--- config.mk ---
export PLATFORM = sky130hd
export DESIGN_NAME = fastlock_seq
export DESIGN_NICKNAME = d
export VERILOG_FILES = /design/src/rtl/fl_pkg.sv /design/src/rtl/fl_timer.sv /design/src/rtl/fl_pin_sel.sv /design/src/rtl/fl_gain_sel.sv /design/src/rtl/fastlock_seq.sv
export SDC_FILE = /design/constraint.sdc
export NUM_CORES = 1
export LEC_CHECK = 0
export BUFFER_PORTS_ARGS = -buffer_cell sky130_fd_sc_hd__buf_2
export CORE_AREA = 2 2 39 41
export CTS_BUF_LIST = sky130_fd_sc_hd__clkbuf_8
export DETAILED_ROUTE_END_ITERATION = 8
export DIE_AREA = 0 0 41 43
export PLACE_DENSITY = 0.83
export SYNTH_ARGS = -nofsm -noshare
export SYNTH_HDL_FRONTEND = slang
export SYNTH_SLANG_ARGS = --single-unit
--- constraint.sdc ---
create_clock -name clk -period 6.3 [get_ports clk]
set_input_delay 0.315 -clock clk [delete_from_list [all_inputs] [get_ports clk]]
set_output_delay 0.315 -clock clk [all_outputs]
set_load 0.02 [all_outputs]
--- src/rtl/fl_pkg.sv ---
package fl_pkg;
  localparam int unsigned PRG_W  = 7;
  localparam int unsigned SUB_W  = 3;
  localparam int unsigned CNT_W  = PRG_W + SUB_W;
  localparam int unsigned NUM_SW = 2;
  localparam int unsigned GAIN_W = 2;

  typedef enum logic [GAIN_W-1:0] {
    ICP_1X = 2'b00,
    ICP_4X = 2'b01,
    ICP_7X = 2'b10,
    ICP_9X = 2'b11
  } icp_e;
endpackage

--- src/rtl/fl_timer.sv ---
module fl_timer #(
  parameter int unsigned PRG_W = 7,
  parameter int unsigned SUB_W = 3,
  localparam int unsigned CNT_W = PRG_W + SUB_W
) (
  input  logic             clk,
  input  logic             rst_n,
  input  logic             pwr_dn,
  input  logic             load,
  input  logic             any_mode,
  input  logic [PRG_W-1:0] prg,
  output logic [CNT_W-1:0] cnt,
  output logic             active
);
  logic             load_ok;
  logic             start;
  logic [CNT_W-1:0] cnt_nxt;

  assign load_ok = load && !pwr_dn;
  assign start   = load_ok && any_mode && (prg != '0);
  assign active  = (cnt != '0);

  always_comb begin
    cnt_nxt = cnt;
    if (pwr_dn)            cnt_nxt = '0;
    else if (load_ok)      cnt_nxt = start ? {prg, {SUB_W{1'b0}}} : '0;
    else if (cnt != '0)    cnt_nxt = cnt - 1'b1;
  end

  always_ff @(posedge clk) begin
    if (!rst_n) cnt <= '0;
    else        cnt <= cnt_nxt;
  end

  // a qualifying load always yields the full scaled value
  a_r2_load_full: assert property (@(posedge clk) disable iff (!rst_n)
    (load && !pwr_dn && any_mode && prg != '0) |=> cnt == {$past(prg), {SUB_W{1'b0}}});
  // plain count-down by one
  a_r3_step_down: assert property (@(posedge clk) disable iff (!rst_n)
    (active && !load && !pwr_dn) |=> cnt == $past(cnt) - 1'b1);
  // power-down clears
  a_r10_pd_clear: assert property (@(posedge clk) disable iff (!rst_n)
    pwr_dn |=> cnt == '0);
  // non-qualifying load stops the timer
  a_r9_no_start: assert property (@(posedge clk) disable iff (!rst_n)
    (load && (!any_mode || prg == '0)) |=> !active);
endmodule

--- src/rtl/fl_pin_sel.sv ---
module fl_pin_sel #(
  parameter int unsigned NUM_SW = 2
) (
  input  logic              active,
  input  logic [NUM_SW-1:0] mode,
  input  logic [NUM_SW-1:0] stat,
  output logic [NUM_SW-1:0] pin_n
);
  for (genvar i = 0; i < NUM_SW; i++) begin : g_pin
    always_comb begin
      if (mode[i]) pin_n[i] = !active;
      else         pin_n[i] = stat[i];
    end
  end
endmodule

--- src/rtl/fl_gain_sel.sv ---
module fl_gain_sel #(
  parameter int unsigned GAIN_W = 2
) (
  input  logic              active,
  input  logic [GAIN_W-1:0] gain,
  output logic [GAIN_W-1:0] icp
);
  always_comb begin
    icp = '0;
    if (active) icp = gain;
  end
endmodule

--- src/rtl/fastlock_seq.sv ---
module fastlock_seq
  import fl_pkg::*;
(
  input  logic              clk,
  input  logic              rst_n,
  input  logic              pwr_dn,
  input  logic              freq_load,
  input  logic [PRG_W-1:0]  tmo_val,
  input  logic [NUM_SW-1:0] fl_mode,
  input  logic [NUM_SW-1:0] sw_static,
  input  logic [GAIN_W-1:0] gain_code,
  output logic [NUM_SW-1:0] sw_n,
  output logic [GAIN_W-1:0] icp_code,
  output logic              busy,
  output logic [CNT_W-1:0]  tmo_count
);
  fl_timer #(.PRG_W(PRG_W), .SUB_W(SUB_W)) u_timer (
    .clk      (clk),
    .rst_n    (rst_n),
    .pwr_dn   (pwr_dn),
    .load     (freq_load),
    .any_mode (|fl_mode),
    .prg      (tmo_val),
    .cnt      (tmo_count),
    .active   (busy)
  );

  fl_pin_sel #(.NUM_SW(NUM_SW)) u_pins (
    .active (busy),
    .mode   (fl_mode),
    .stat   (sw_static),
    .pin_n  (sw_n)
  );

  fl_gain_sel #(.GAIN_W(GAIN_W)) u_gain (
    .active (busy),
    .gain   (gain_code),
    .icp    (icp_code)
  );

  // idle pump always at minimum
  a_r5_idle_min: assert property (@(posedge clk) disable iff (!rst_n)
    !busy |-> icp_code == ICP_1X);
  // active pump follows programmed gain
  a_r4_high_gain: assert property (@(posedge clk) disable iff (!rst_n)
    busy |-> icp_code == gain_code);

  for (genvar i = 0; i < NUM_SW; i++) begin : g_chk
    // fastlock-driven pin low only while counting
    a_r6_pin_track: assert property (@(posedge clk) disable iff (!rst_n)
      fl_mode[i] |-> sw_n[i] == !busy);
    // general-purpose pin follows its static bit
    a_r7_pin_static: assert property (@(posedge clk) disable iff (!rst_n)
      !fl_mode[i] |-> sw_n[i] == sw_static[i]);
  end
endmodule

-- Word-level counts from Yosys, hierarchy flattened
Index checks and enable logic that the tools add are counted.
- bits in registers: 10
- bits of input ports: 17
- output and inout bits: 15
- word-level logic and storage cells: 19
- add/sub/neg operators: 1
- multiplexer cells: 6
- bitwise operators: 1
- reduce and logical (&&, ||, !) cells: 10
- operators by type and width (kind ; number):
    $mux 10 ; 3
    $reduce_bool 10->1 ; 1
    $sub 10x1->10 const B ; 1
    $reduce_bool 7->1 ; 1
    $reduce_or 2->1 ; 2
    $logic_and 1x1->1 ; 3
    $logic_not 1->1 ; 2
    $mux 1 ; 2
    $mux 2 ; 1
    $reduce_bool 2->1 ; 1
    $not 1->1 ; 1

-- Depth between registers and ports, before layout
- depth after elaboration: 6
- mapped depth: 7
- mapped depth without buffers: 6

-- Cells and area by module
Synthesis repeated with hierarchy kept, for this count alone.
- cell total of the unflattened synthesis: 74
- area, all modules: 629.4 um^2
- modules (own cells, without submodules) (module ; instances ; cells each ; area each (um^2) ; sequential area each (um^2)):
    fl_timer ; 1 ; 67 ; 583.1 ; 200.2
    fl_pin_sel ; 1 ; 4 ; 27.5 ; 0.0
    fl_gain_sel ; 1 ; 2 ; 12.5 ; 0.0
    fastlock_seq ; 1 ; 1 ; 6.3 ; 0.0

-- Worst setup path after synthesis
No wires, ideal clock.
- path type: register to output
- start point: register u_timer.cnt[0]
- end point: output port sw_n[0]
- arrival: 2078 ps
- data required time: 5985 ps
- path slack: 3907 ps
- stages on the path, launching flop included: 7
- buffers on the path: 1
- path through: dfxtp_1 inv_1 ha_1 or3b_2 or4_1 buf_2 mux2i_1
- cells in the longest elaborated chain, start to end: 3
- ends and longest elaborated chain (what ; RTL line ; text):
    from (decl) ; fl_timer.sv:12 ; output logic [CNT_W-1:0] cnt,
    from (signal assigned) ; fl_timer.sv:32 ; else cnt <= cnt_nxt;
    $reduce_bool 10->1 ; fl_timer.sv:21 ; assign active = (cnt != '0);
    via busy ; fastlock_seq.sv:14 ; output logic busy,
    $logic_not 1->1 ; fl_pin_sel.sv:11 ; if (mode[i]) pin_n[i] = !active;
    $mux 1 ; fl_pin_sel.sv:11 ;
    to (decl) ; fastlock_seq.sv:12 ; output logic [NUM_SW-1:0] sw_n,
The timed path passes the listed nets, and every way through them passes these cells.

-- Final worst setup path
- start point: register u_timer.cnt[0]
- end point: output port icp_code[1]
- cells in the longest elaborated chain, start to end: 2
- ends and longest elaborated chain (what ; RTL line ; text):
    $reduce_bool 10->1 ; fl_timer.sv:21 ;
    $mux 2 ; fl_gain_sel.sv:10 ; if (active) icp = gain;
    to (decl) ; fastlock_seq.sv:13 ; output logic [GAIN_W-1:0] icp_code,
Every way passes these cells.

==> flow_summary_export.csv <==
group,metric,value,unit
critical_path,start_kind,"flip-flop",
timing,rsz0062_at_grt,"no",
finish,layout_common_cells,"buf_2, dfxtp_1, nor2_1, nand2_1",
timing,fin_crit,2610,ps
cts,cts_inserted_buffers,3,
yosys,syn_inst,77,
grt,grt_pass1_wl,2310,microns
drt,drt_iter0_markers,11,
timing,slew_headroom,0.670,
yosys,synth_top_family_by_area,"simple AND/OR/NAND/NOR gates",
place,place_area,800,sq um
floorplan,dieHeight,43,microns
cts,tritoncts,"built",
finish,fin_nets,130,
floorplan,die_w,41,microns
min_path,min_path_cells,3,
critical_path,worstPathRequired,5980,ps
yosys,yosysWarnings,0,
critical_path,reg2reg_slack,4060,ps
critical_path,crit_buf_inv,2,
grt,antenna_found_initial,0,
place,gp_congestion,0.774,
critical_path,cp-end-kind,"primary output",
critical_path,r2r_start,"u_timer.cnt[0]",
timing,setup_ws,3690,ps
yosys,synth_mux_area_frac,0.0316,
yosys,synthDistinctLibCells,36,
yosys,synth.cell_area,633,sq um
timing,finalMaxSlewViolations,0,
place,place_inst,122,
critical_path,path_cells,"inv_1 > ha_1 > or3b_2 > or4_1 > and2_1 > buf_2",
timing,setup_viol,0,
timing,hold_violations,0,
place,pre_cts_slack,3960,ps
critical_path,cp.depth,6,
timing,skew,1.02,ps
cts,cts_resized,0,
floorplan,num_io_pins,32,
yosys,synth_top_area_share,0.316,
critical_path,critPathLaunch,"u_timer.cnt[0]",
power_and_ir_drop,peakVddDrop,0.143,mV
yosys,ys_async_sr_fraction,0,
timing,tns,0,ps
critical_path,cpPeakStageDelay,600,ps
drt,viasPerCell,5.42,
finish,finalInstanceArea,855,sq um
grt,grt_pass1_vias,566,
finish,instances_no_fill,126,
power_and_ir_drop,leakage,0.425,nW
yosys,yosysTopAreaCell,"dfxtp_1",
yosys,avgSynthCellArea,8.22,sq um
min_path,hold_class,"in2reg",
cts,hold_buffers,0,
run_status,status,"finished, final reports clean",
drt,routedWlPerCell,11.9,microns
drt,dr.pass1.iters,4,
drt,ant_nets,0,
timing,timing.hold.ws,318,ps
cts,cts.sinks,10,
cts,clk_pin_slew,50,ps
min_path,min_from,"tmo_val[5]",
finish,largest_register_ffs,10,
cts,post-cts-setup-buffers,0,
yosys,synth_flop_cell,"dfxtp_1",
cts,cts_buffer_depth,2,
critical_path,critPathKind,"reg2out",
finish,regMostFlops,"u_timer.cnt",
finish,fill_cells,125,
timing,final.period_utilization,0.414,
cts,clk_latency,240,ps
timing,fmax,383,MHz
floorplan,row_count,14,
floorplan,core,1380,sq um
finish,area_growth,35.0,%
yosys,synth_simple_gate_area_share,0.342,
critical_path,worst_r2r_path_depth,6,
yosys,ys_ff_latch,10,
drt,num_vias,683,
critical_path,crit_arrival,2290,ps
yosys,seq_area_frac_synth,0.316,
place,hpwl,1120,microns
drt,wirelength,1490,microns
yosys,synthTopCellsByArea,"dfxtp_1, a31oi_1, ha_1",
grt,grt_max_degree,11,
yosys,synth_edf_count,0,
floorplan,initial_core_util,0.458,
yosys,synthAdderAreaFrac,0.0395,
critical_path,crit_path_top_delay_cell,"or4_1",
finish,drive_gt1_frac,0.355,
yosys,synth_xor_area_frac,0.0415,
critical_path,cp_max_fo,10,
floorplan,die_area,1760,sq um
grt,grt-ovfl-total,0,
critical_path,critPathTopFamily,"simple AND/OR/NAND/NOR gates",
run,max_cap_violations,0,
grt,grtUsageTotal,0.193,
drt,drc,0,
cts,root_buffer,"clkbuf_8",
cts,htreeDepth,1,
place,port_buffers,31,
power_and_ir_drop,powerDensity,327,nW/um^2
yosys,synth.net_count,96,
finish,antennaDiodeCount,0,
timing,tightest_slew,493,ps
finish,largest_registers,"u_timer.cnt (10)",
finish,layout_commonest_cell,"buf_2",
yosys,synth-compound-area-share,0.192,
-- metal layers --
layer,routed length [microns],share of wire,GRT usage,up-vias
met5,0,0,0,-
met1,661,0.44,0.232,312
met3,68,0.046,0.0628,2
met2,744,0.50,0.309,20
met4,19,0.013,0.0600,0
li1,-,-,-,349
-- worst reg2reg max path: stages (launching register included) --
cell and delay, ps:
dfxtp_1 350, inv_1 130, ha_1 150, or3b_2 440, or4_1 600, o21ai_2 370, a21oi_1 80
-- metrics by stage --
stage          power [mW]  utilization
2_1_floorplan       0.167            -
3_5_place_dp        0.198        0.578
4_1_cts             0.281        0.618
5_1_grt             0.295        0.618
3_3_place_gp        0.195        0.578
6_report            0.279        0.618
-- power breakdown --
part / internal (mW) / total (mW) / switching (mW) / leakage [nW]
Clock: 0.0551 / 0.0818 / 0.0267 / 0.0288
Sequential: 0.0705 / 0.0799 / 0.00936 / 0.0816
Combinational: 0.0495 / 0.117 / 0.0679 / 0.315
Total: 0.175 / 0.279 / 0.104 / 0.425
-- kinds of logic (layout without fill, tap and decap cells) --
kind of cell	count (synthesis)	in the layout
flops	10	10
mux	2	2
simple gates	37	37
xor+xnor	3	3
compound gates	17	17
fa+ha+maj	2	2
buf+inv	6	39
-- worst paths after layout --
kind	to
worst max register to register	u_timer.cnt[5]
worst min register to register	u_timer.cnt[9]
worst min-delay path	u_timer.cnt[8]
worst max-delay path	icp_code[1]
-- Yosys cell counts (2+ instances only) --
cell,n
nand2_1,6
nand3b_1,2
a22oi_1,2
a31oi_1,4
ha_1,2
dfxtp_1,10
or3_1,3
and2_1,3
inv_1,4
a21oi_1,3
nand2b_1,3
mux2i_1,2
xor2_1,2
nor2b_1,3
nor3_1,2
nor2_1,6
-- cell type report --
| class | count | area (sq um) | area share |
|---|---|---|---|
| repair buffers | 31 | 155 | 0.182 |
| clock buffers | 4 | 55.1 | 0.0644 |
| flip-flops and latches | 10 | 200 | 0.234 |
| multi-input cells | 61 | 409 | 0.479 |
| inverters | 4 | 15.0 | 0.0176 |
| well taps | 16 | 20.0 | 0.0234 |
Note: power is estimated with default switching activity, not from simulation.
